==> config.mk <==
export PLATFORM = sky130hd
export DESIGN_NAME = pkt_commit_buf
export DESIGN_NICKNAME = d
export VERILOG_FILES = /design/src/rtl/pcb_pkg.sv /design/src/rtl/pcb_wlog.sv /design/src/rtl/pcb_branch_log.sv /design/src/rtl/pcb_store_log.sv /design/src/rtl/pkt_commit_buf.sv
export SDC_FILE = /design/constraint.sdc
export NUM_CORES = 2
export LEC_CHECK = 0
export ABC_CLOCK_PERIOD_IN_PS = 4400
export BUFFER_PORTS_ARGS = -buffer_cell sky130_fd_sc_hd__buf_2
export CORE_AREA = 2 2 479 243
export CTS_BUF_LIST = sky130_fd_sc_hd__clkbuf_16
export CTS_CLUSTER_DIAMETER = 150
export DETAILED_ROUTE_END_ITERATION = 8
export DIE_AREA = 0 0 481 245
export HOLD_SLACK_MARGIN = 0.12
export PLACE_DENSITY = 0.73
export SETUP_SLACK_MARGIN = 0.05
export SYNTH_ARGS = -nofsm -noshare
export SYNTH_HDL_FRONTEND = slang
export SYNTH_SLANG_ARGS = --single-unit
==> constraint.sdc <==
create_clock -name clk -period 4.4 [get_ports clk]
set_clock_uncertainty 0.05 [all_clocks]
set_input_delay 0.22 -clock clk [delete_from_list [all_inputs] [get_ports clk]]
set_output_delay 0.22 -clock clk [all_outputs]
set_load 0.03 [all_outputs]
==> src/rtl/pcb_pkg.sv <==
// Shared widths, the store record and the store size rule.
package pcb_pkg;
    localparam int ADDR_W = 32;
    localparam int ST_W   = 64;
    localparam int PRED_W = 8;
    localparam int SIZE_W = 4;

    typedef struct packed {
        logic [ADDR_W-1:0] addr;
        logic [SIZE_W-1:0] size;
        logic [ST_W-1:0]   data;
    } st_rec_t;

    // A store size is a byte count of 1, 2, 4 or 8.
    function automatic logic size_ok(input logic [SIZE_W-1:0] s);
        return (s == 4'd1) || (s == 4'd2) || (s == 4'd4) || (s == 4'd8);
    endfunction
endpackage

==> src/rtl/pcb_wlog.sv <==
// Write log for an indexed register file. Holds an architectural copy and
// a per-packet shadow copy with a written bit for each entry. AND_MERGE
// selects how repeated writes to one entry combine: 1 = AND into the
// buffered value, 0 = last write wins. Only the low W bits of the write
// data are kept. Assumes commit and clear are never captured together
// with a write (commit takes priority, then clear).
module pcb_wlog #(
    parameter int N         = 16,
    parameter int IN_W      = 32,
    parameter int W         = 32,
    parameter bit AND_MERGE = 1'b0,
    localparam int IW       = (N > 1) ? $clog2(N) : 1
) (
    input  logic          clk,
    input  logic          rst_n,
    input  logic          clear,
    input  logic          commit,
    input  logic          wr_en,
    input  logic [IW-1:0] wr_idx,
    input  logic [IN_W-1:0] wr_data,
    input  logic [IW-1:0] rd_idx,
    output logic [W-1:0]  rd_data
);
    logic [W-1:0] arch_q   [N];
    logic [W-1:0] shadow_q [N];
    logic [N-1:0] dirty_q;
    logic [W-1:0] low_data;
    logic [W-1:0] merged;

    assign low_data = wr_data[W-1:0];

    generate
        if (IN_W > W) begin : g_trim
            logic unused_hi;
            assign unused_hi = ^wr_data[IN_W-1:(IN_W > W ? W : 0)];
        end
        if (AND_MERGE) begin : g_and
            // Repeated writes AND into the buffered value.
            assign merged = dirty_q[wr_idx] ? (shadow_q[wr_idx] & low_data) : low_data;
        end else begin : g_last
            // The last write in the packet wins.
            assign merged = low_data;
        end
    endgenerate

    // Capture writes, apply them on commit, drop them on clear.
    always_ff @(posedge clk) begin
        if (!rst_n) begin
            for (int i = 0; i < N; i++) begin
                arch_q[i]   <= '0;
                shadow_q[i] <= '0;
            end
            dirty_q <= '0;
        end else if (commit) begin
            for (int i = 0; i < N; i++) begin
                if (dirty_q[i]) arch_q[i] <= shadow_q[i];
            end
            dirty_q <= '0;
        end else if (clear) begin
            dirty_q <= '0;
        end else if (wr_en) begin
            shadow_q[wr_idx] <= merged;
            dirty_q[wr_idx]  <= 1'b1;
        end
    end

    assign rd_data = arch_q[rd_idx];
endmodule

==> src/rtl/pcb_branch_log.sv <==
// Branch log and program counter. Keeps the first aligned taken branch of
// a packet and loads it, or the sequential address, into the PC on commit.
// A misaligned target is refused and reported one cycle later.
// Assumes ALIGN_BITS >= 1.
module pcb_branch_log #(
    parameter int          ALIGN_BITS = 2,
    parameter logic [31:0] RESET_PC   = 32'h0
) (
    input  logic        clk,
    input  logic        rst_n,
    input  logic        clear,
    input  logic        commit,
    input  logic [31:0] seq_next,
    input  logic        br_en,
    input  logic [31:0] br_target,
    output logic [31:0] pc,
    output logic        fault
);
    logic        taken_q;
    logic [31:0] target_q;
    logic [31:0] pc_q;
    logic        fault_q;
    logic        misaligned;
    logic        capture;

    assign misaligned = |br_target[ALIGN_BITS-1:0];
    assign capture    = br_en && !taken_q && !commit && !clear;

    // Record the first aligned target, update the PC on commit.
    always_ff @(posedge clk) begin
        if (!rst_n) begin
            taken_q  <= 1'b0;
            target_q <= '0;
            pc_q     <= RESET_PC;
            fault_q  <= 1'b0;
        end else begin
            fault_q <= capture && misaligned;
            if (commit) begin
                pc_q    <= taken_q ? target_q : seq_next;
                taken_q <= 1'b0;
            end else if (clear) begin
                taken_q <= 1'b0;
            end else if (capture && !misaligned) begin
                taken_q  <= 1'b1;
                target_q <= br_target;
            end
        end
    end

    assign pc    = pc_q;
    assign fault = fault_q;
endmodule

==> src/rtl/pcb_store_log.sv <==
// Two-slot store log with cancel mask and memory write sequencer. On commit
// the live slots are written one per cycle, slot 0 first. A slot-0 load
// against a live slot-1 store is held off one cycle while that store is
// drained, and the drained store is not written again at commit.
// Assumes one load request at a time and a memory that takes one write per cycle.
module pcb_store_log
    import pcb_pkg::*;
(
    input  logic              clk,
    input  logic              rst_n,
    input  logic              clear,
    input  logic              commit,
    input  logic              st_en,
    input  logic              st_slot,
    input  st_rec_t           st_in,
    input  logic              cancel_en,
    input  logic              cancel_slot,
    input  logic              ld_req,
    input  logic              ld_slot,
    output logic              ld_ack,
    output logic              st_fault,
    output logic              mem_we,
    output st_rec_t           mem_rec
);
    st_rec_t    rec_q [2];
    logic [1:0] valid_q;
    logic [1:0] cxl_q;
    logic       drained1_q;
    logic       tail_q;
    logic       mem_we_q;
    st_rec_t    mem_q;
    logic       fault_q;
    logic       live0;
    logic       live1;
    logic       hazard;
    logic       take;

    assign live0  = valid_q[0] && !cxl_q[0];
    assign live1  = valid_q[1] && !cxl_q[1] && !drained1_q;
    assign hazard = ld_req && !ld_slot && live1;
    assign ld_ack = ld_req && !hazard;
    assign take   = !commit && !clear;

    // Capture stores and cancels, and sequence the memory writes.
    always_ff @(posedge clk) begin
        if (!rst_n) begin
            rec_q[0]   <= '0;
            rec_q[1]   <= '0;
            valid_q    <= '0;
            cxl_q      <= '0;
            drained1_q <= 1'b0;
            tail_q     <= 1'b0;
            mem_we_q   <= 1'b0;
            mem_q      <= '0;
            fault_q    <= 1'b0;
        end else begin
            fault_q  <= st_en && !size_ok(st_in.size) && take;
            mem_we_q <= 1'b0;
            if (commit) begin
                valid_q    <= '0;
                cxl_q      <= '0;
                drained1_q <= 1'b0;
                if (live0) begin
                    mem_we_q <= 1'b1;
                    mem_q    <= rec_q[0];
                    tail_q   <= live1;
                end else if (live1) begin
                    mem_we_q <= 1'b1;
                    mem_q    <= rec_q[1];
                    tail_q   <= 1'b0;
                end
            end else begin
                if (tail_q) begin
                    mem_we_q <= 1'b1;
                    mem_q    <= rec_q[1];
                    tail_q   <= 1'b0;
                end else if (hazard) begin
                    mem_we_q   <= 1'b1;
                    mem_q      <= rec_q[1];
                    drained1_q <= 1'b1;
                end
                if (clear) begin
                    valid_q    <= '0;
                    cxl_q      <= '0;
                    drained1_q <= 1'b0;
                end else begin
                    if (st_en && size_ok(st_in.size)) begin
                        rec_q[st_slot]   <= st_in;
                        valid_q[st_slot] <= 1'b1;
                    end
                    if (cancel_en) cxl_q[cancel_slot] <= 1'b1;
                end
            end
        end
    end

    assign mem_we   = mem_we_q;
    assign mem_rec  = mem_q;
    assign st_fault = fault_q;
endmodule

==> src/rtl/pkt_commit_buf.sv <==
// Packet commit buffer top. Joins the general register log, the predicate
// log (AND merge, 8-bit values), the branch log and the store log under
// one packet-start / commit control. Commit takes priority over start when
// both pulse in the same cycle.
module pkt_commit_buf #(
    parameter int          NREG       = 16,
    parameter int          NPRED      = 4,
    parameter int          REG_W      = 32,
    parameter int          ALIGN_BITS = 2,
    parameter logic [31:0] RESET_PC   = 32'h0,
    localparam int         RIDX_W     = $clog2(NREG),
    localparam int         PIDX_W     = $clog2(NPRED)
) (
    input  logic              clk,
    input  logic              rst_n,
    input  logic              pkt_start,
    input  logic              pkt_commit,
    input  logic [31:0]       pkt_next,
    input  logic              rw_en,
    input  logic [RIDX_W-1:0] rw_idx,
    input  logic [REG_W-1:0]  rw_data,
    input  logic [RIDX_W-1:0] rd_idx,
    output logic [REG_W-1:0]  rd_data,
    input  logic              pw_en,
    input  logic [PIDX_W-1:0] pw_idx,
    input  logic [REG_W-1:0]  pw_data,
    input  logic [PIDX_W-1:0] pq_idx,
    output logic [7:0]        pq_data,
    input  logic              br_en,
    input  logic [31:0]       br_target,
    output logic [31:0]       pc,
    output logic              br_fault,
    input  logic              st_en,
    input  logic              st_slot,
    input  logic [31:0]       st_addr,
    input  logic [3:0]        st_size,
    input  logic [63:0]       st_data,
    output logic              st_fault,
    input  logic              st_cancel_en,
    input  logic              st_cancel_slot,
    input  logic              ld_req,
    input  logic              ld_slot,
    output logic              ld_ack,
    output logic              mem_we,
    output logic [31:0]       mem_addr,
    output logic [3:0]        mem_size,
    output logic [63:0]       mem_data
);
    import pcb_pkg::*;

    st_rec_t st_in;
    st_rec_t mem_rec;

    assign st_in = '{addr: st_addr, size: st_size, data: st_data};

    pcb_wlog #(.N(NREG), .IN_W(REG_W), .W(REG_W), .AND_MERGE(1'b0)) u_gpr (
        .clk(clk), .rst_n(rst_n), .clear(pkt_start), .commit(pkt_commit),
        .wr_en(rw_en), .wr_idx(rw_idx), .wr_data(rw_data),
        .rd_idx(rd_idx), .rd_data(rd_data)
    );

    pcb_wlog #(.N(NPRED), .IN_W(REG_W), .W(PRED_W), .AND_MERGE(1'b1)) u_pred (
        .clk(clk), .rst_n(rst_n), .clear(pkt_start), .commit(pkt_commit),
        .wr_en(pw_en), .wr_idx(pw_idx), .wr_data(pw_data),
        .rd_idx(pq_idx), .rd_data(pq_data)
    );

    pcb_branch_log #(.ALIGN_BITS(ALIGN_BITS), .RESET_PC(RESET_PC)) u_br (
        .clk(clk), .rst_n(rst_n), .clear(pkt_start), .commit(pkt_commit),
        .seq_next(pkt_next), .br_en(br_en), .br_target(br_target),
        .pc(pc), .fault(br_fault)
    );

    pcb_store_log u_st (
        .clk(clk), .rst_n(rst_n), .clear(pkt_start), .commit(pkt_commit),
        .st_en(st_en), .st_slot(st_slot), .st_in(st_in),
        .cancel_en(st_cancel_en), .cancel_slot(st_cancel_slot),
        .ld_req(ld_req), .ld_slot(ld_slot), .ld_ack(ld_ack),
        .st_fault(st_fault), .mem_we(mem_we), .mem_rec(mem_rec)
    );

    assign mem_addr = mem_rec.addr;
    assign mem_size = mem_rec.size;
    assign mem_data = mem_rec.data;
endmodule

# Word level (Yosys, flattened, before mapping)

Memory sizes are Yosys's and may differ from the RTL's.
Cells that the tools add are included.

Register bits: 194
Bits in writable memories: 1,288
Input port bits: 253
Output and inout bits: 176
Word-level logic and storage cells: 254
Memories: 5

Magnitude comparators: 8
Equality and inequality tests: 5
Mux-type cells: 149
Bitwise gates (word level): 29
Reduce and logical (&&, ||, !) cells: 43

Memories:

| memory          | depth | width | rd ports | clocked after memory_dff | write ports | RTL line            | text |
|---|---|---|---|---|---|---|---|
| u_gpr.arch_q    | 16    | 32    | 1        | 0                        | 16          | pcb_wlog.sv:24      | `logic [W-1:0] arch_q [N];` |
| u_gpr.shadow_q  | 16    | 32    | 16       | 0                        | 16          | pcb_wlog.sv:25      | `logic [W-1:0] shadow_q [N];` |
| u_st.rec_q      | 2     | 100   | 2        | 0                        | 2           | pcb_store_log.sv:25 | `st_rec_t rec_q [2];` |
| u_pred.arch_q   | 4     | 8     | 1        | 0                        | 4           | pcb_wlog.sv:24      |  |
| u_pred.shadow_q | 4     | 8     | 5        | 0                        | 4           | pcb_wlog.sv:25      |  |

Operator list:

| kind                                                                                 | number |
|---|---|
| 100-bit 2-to-1 mux                                                                   | 6 |
| 32-bit 2-to-1 mux                                                                    | 18 |
| 1-bit 2-to-1 mux                                                                     | 112 |
| 100-bit OR reduction                                                                 | 1 |
| 8-bit 2-to-1 mux                                                                     | 6 |
| 32-bit OR reduction                                                                  | 1 |
| 1-bit bitwise OR                                                                     | 20 |
| 1-bit logical AND                                                                    | 19 |
| 16-bit bitwise OR                                                                    | 1 |
| 1-bit logical NOT                                                                    | 10 |
| 8-bit AND                                                                            | 1 |
| 8-bit OR reduction                                                                   | 1 |
| 2-bit AND reduction                                                                  | 3 |
| 4-bit by 5-bit < comparator with 1-bit output (second input constant)                | 1 |
| 1-bit demux with 4-bit select                                                        | 1 |
| 4-bit by 1-bit equality test with 1-bit output (second input constant)               | 1 |
| 4-bit by 2-bit equality test with 1-bit output (second input constant)               | 1 |
| 4-bit by 3-bit equality test with 1-bit output (second input constant)               | 1 |
| 4-bit equality test (second input constant)                                          | 1 |
| 4-bit by 1-bit greater-or-equal comparator with 1-bit output (second input constant) | 1 |
| 1-bit by 2-bit < comparator with 1-bit output (second input constant)                | 2 |
| 4-bit 2-to-1 mux                                                                     | 1 |
| 1-bit NOT                                                                            | 4 |
| 2-bit bitwise OR                                                                     | 2 |
| other kinds (15)                                                                     | 19 |

# Longest topological paths before layout

Word-level depth: 12
Mapped depth: 7
Gate-level depth less buffers: 4

# Cells and area by module

A second synthesis with hierarchy kept.

Cells, all modules: 3,972
Area, all modules: 59,361.9 um2

Modules (own cells, without submodules):

| module             | instances | cells an instance | area each (um2) | sequential area each (um2) |
|---|---|---|---|---|
| pcb_wlog at u_gpr  | 1         | 2,658             | 41,287.1        | 29,148.0 |
| pcb_store_log      | 1         | 824               | 12,061.6        | 8,167.8 |
| pcb_wlog at u_pred | 1         | 205               | 3,213.1         | 2,001.9 |
| pcb_branch_log     | 1         | 285               | 2,800.2         | 1,321.3 |

# Worst setup path after synthesis

Ideal clock, no wire load.

Kind: input to register
From: in st_size[1]
To: mem u_st.rec_q[1][0] (netlist name) (enable)
Library setup time: 0.476 ns
Arrival time: 3.773 ns
Required time: 3.874 ns
Setup slack: 0.101 ns
Stages on the path: 5
Buffers on the path: 1
Cells stage by stage: or4b_1 > o311ai_2 > and4_1 > buf_6 > nand2b_1

RTL lines:

| element            | RTL line             | text |
|---|---|---|
| start: declaration | pkt_commit_buf.sv:36 | `input logic [3:0] st_size,` |
| end: declaration   | pcb_store_log.sv:25  |  |

# Worst setup path in the final report

From: reg u_br.taken_q
To: reg u_br.target_q[14]

Cells in the longest elaborated chain, start to end: 6

Ends and longest elaborated chain:

| element                              | RTL line             | text |
|---|---|---|
| start: declaration                   | pcb_branch_log.sv:19 | `logic taken_q;` |
| start signal: assignment             | pcb_branch_log.sv:32 | `taken_q <= 1'b0;` |
| start signal: assignment             | pcb_branch_log.sv:40 | `taken_q <= 1'b0;` |
| start signal: assignment             | pcb_branch_log.sv:42 | `taken_q <= 1'b0;` |
| 1-bit logical NOT                    | pcb_branch_log.sv:27 | `assign capture = br_en && !taken_q && !commit && !clear;` |
| 1-bit logical AND (3 in a row)       | pcb_branch_log.sv:27 |  |
| 1-bit logical AND                    | pcb_branch_log.sv:43 | `end else if (capture && !misaligned) begin` |
| 3-bit AND reduction (no source line) | -                    |  |
| end signal: assignment               | pcb_branch_log.sv:45 | `target_q <= br_target;` |
| end: declaration                     | pcb_branch_log.sv:20 | `logic [31:0] target_q;` |

No other way between the ends.
A chain may end at the register's enable or synchronous reset.

==> out/results.ini <==
[timing]
report.final.slew_viol_count=0
rsz0062_at_grt=no
min_period_over_period=0.760
finalSetupViolations=0
worst_slew_pin_slew_ps=1320
finalHoldViolations=0
fmax_mhz=299
min_period_ps=3340
finalWorstSetupSlack_ps=1060
relSlewSlack=0.116
finalSetupTns_ps=0

[power_and_ir_drop]
total_leakage_power_uw=0.0266
seqPwrFrac=0.540
swShare=0.230
vdd_drop_max_mv=0.333
p_comb_frac=0.073
p_int_uw=22300
power.density_nw_per_um2=415
clkPwrFrac=0.386
switchingPower_uw=6680

[final_layout]
layout-drive-gt1-share=0.246
syn_to_final_growth_pct=18.6
final_cells=6223
fin_area_um2=69800
utilization=0.612
final_nets=4826

[placed_design]
dpl.hpwl_mm=100
place_area_um2=62700
gp_congestion=0.862
place_inst=5675
place.port_buffers=404
preCtsSetupSlack_ps=1280

[synth]
ys_ff_latch=1482
synthCells=3965
synth_flop_cell=edfxtp_1
synth-edff-count=1096
synth_area_leaders=edfxtp_1 (56%), dfxtp_1 (13%), and2_1 (9.0%)
syn_avg_cell_area_um2=14.8
netlist.area_leader.share=0.559
yosys_warnings=0
syn_area_um2=58800
async_flop_share=0
yosysTopAreaCell=edfxtp_1
syn-num-nets=4218
seq_area_frac_synth=0.691
synth_cell_type_count=52

[floorplanning]
die_w_um=481
fp.coreArea_um2=114000
ios=429
dieArea_um2=118000
initial_core_util=0.516
std_cell_rows=88
die_y_um=245

[clock_network]
cts_resized=0
cts_hold_buf=305
path_clk_slew_ps=70
cts_buffer_depth=3
clock_sinks=1482
cts_root_buf=clkbuf_16
cts_htree_levels=3
cts-buffers-inserted=121
postCtsSetupBuffers=0
worstSkewPairLatency_ps=760
cts_tree=done

[status]
status=finished clean

[grt]
antenna_found_initial=25
grt_max_degree=194
grt_util_all_layers=0.282
grt_pass1_vias=35800
grt_pass1_wl_mm=242
grt-ovfl-total=0

[job]
drv_cap=0

[hold_path]
hold_class=input port to flop
min_from=rw_idx[2]
min_path_cells=4
holdPathEnd=u_gpr.dirty_q[2]

[critical_path]
r2r-end=u_br.target_q[14]
end_kind=flop
worstRegToRegCells=5
cp.arrival_ps=3950
start_kind=flop
critical_path_required_ps=5010
crit_fanout=34
criticalPathCategory=flop to flop
r2r_setup_slack_ps=1060
r2r-start=u_br.taken_q

[routing]
ant_nets=0
vias=36800
via_per_inst=5.92
drt_iter0_markers=4932
wirelength_mm=167
drc=0
wire_per_inst_um=26.8
drtPass1Iterations=6

==> per-layer routing <==
metal  routed length, um  vias up  global-route usage  part of all wire
met5                  54        -                   0           0.00032
met4                4450        8              0.0754             0.027
met3               21600      323              0.0822              0.13
met2               67800     2255               0.379              0.41
met1               72700    18600               0.443              0.44
li1                    -    15700                   -                 -
==> metrics by stage <==
step / total power (uW) / hold slack [ps]
final: 29000 / 207
after global routing: 29800 / 179
after CTS: 29100 / 147
after detailed placement: 17800 / 390
after global placement: 17800 / 383
after floorplan: 17000 / 284
==> cell usage in the layout, fill, tap and decap left out, drive strengths merged, types with 32 or more instances in the layout <==
master       count
o22a           100
clkinv          62
mux2           193
edfxtp        1096
nand2          244
buf            496
o221a          100
mux2i           34
and2           843
dfxtp          386
a21boi          33
dlygate4sd3    305
clkbuf         126
mux4           144
nor2           242
o211a           32
a22oi           64
and3            45
==> state kept, by name, summed over array words and instances, names as in the netlist <==
signal / count
u_gpr.shadow_q: 512
u_st.tail_q: 1
u_br.target_q: 32
u_pred.arch_q: 32
u_st.rec_q: 200
u_br.taken_q: 1
u_pred.dirty_q: 4
u_st.valid_q: 2
u_st.st_fault: 1
u_br.fault: 1
u_pred.shadow_q: 32
u_gpr.dirty_q: 16
u_br.pc: 32
u_st.mem_we: 1
u_st.drained1_q: 1
u_gpr.arch_q: 512
u_st.mem_rec: 100
u_st.cxl_q: 2
==> final cells by class <==
class	instances	area [um^2]
fillers	8374	44300
flip-flops and latches	1482	40600
multi-input cells	2161	17100
repair buffers	801	6020
clock buffers	126	3150
well taps	1530	1910
clock inverters	105	913
diodes	12	30.0
inverters	6	22.5
==> critical path, cell delays in order, from the launching register on <==
cell and delay, ps:
dfxtp_2 1150, nand2b_4 330, or4b_2 710, nand2_1 170
a21boi_0 250, dlygate4sd3_1 600
==> Yosys cell counts (45+ instances only) <==
cell type,instances
buf_2,65
mux4_2,144
o22a_1,100
dfxtp_1,386
mux2_2,163
o221a_2,100
and3_1,45
buf_1,49
nor2_1,239
edfxtp_1,1096
a22oi_1,64
and2_1,843
nand2_1,244
clkbuf_1,185
==> cells by family after synthesis <==
| logic type | Yosys count | synth area share |
|---|---|---|
| buf+inv | 322 | 0.0237 |
| mux | 371 | 0.0978 |
| simple gates | 1415 | 0.131 |
| compound gates | 374 | 0.0566 |
| flops | 1482 | 0.691 |
| xor+xnor | 1 | 0.000149 |
==> how the worst max path moves through the flow <==
| stage | start | end | slack [ps] | depth (start not counted) |
|---|---|---|---|---|
| after global routing | u_br.taken_q | u_br.target_q[14] | 960 | 5 |
| after CTS | u_br.taken_q | u_br.target_q[8] | 1320 | 7 |
| after global placement | pkt_commit | u_gpr.shadow_q[1][23] | 1310 | 6 |
| after detailed placement | pkt_commit | u_gpr.shadow_q[1][23] | 1280 | 6 |
| after floorplan | st_size[1] | u_st.rec_q[1][0] | 100 | 5 |
| final | u_br.taken_q | u_br.target_q[14] | 1060 | 5 |
==> power groups by stage <==
stage          sequential (uW)  clock (uW)  combinational (uW)
2_1_floorplan            16100           0                 899
3_3_place_gp             15900           0                1840
3_5_place_dp             16000           0                1870
4_1_cts                  15700       11300                2080
5_1_grt                  15700       11900                2210
6_report                 15700       11200                2120
Note: power is estimated with default switching activity, not from simulation.
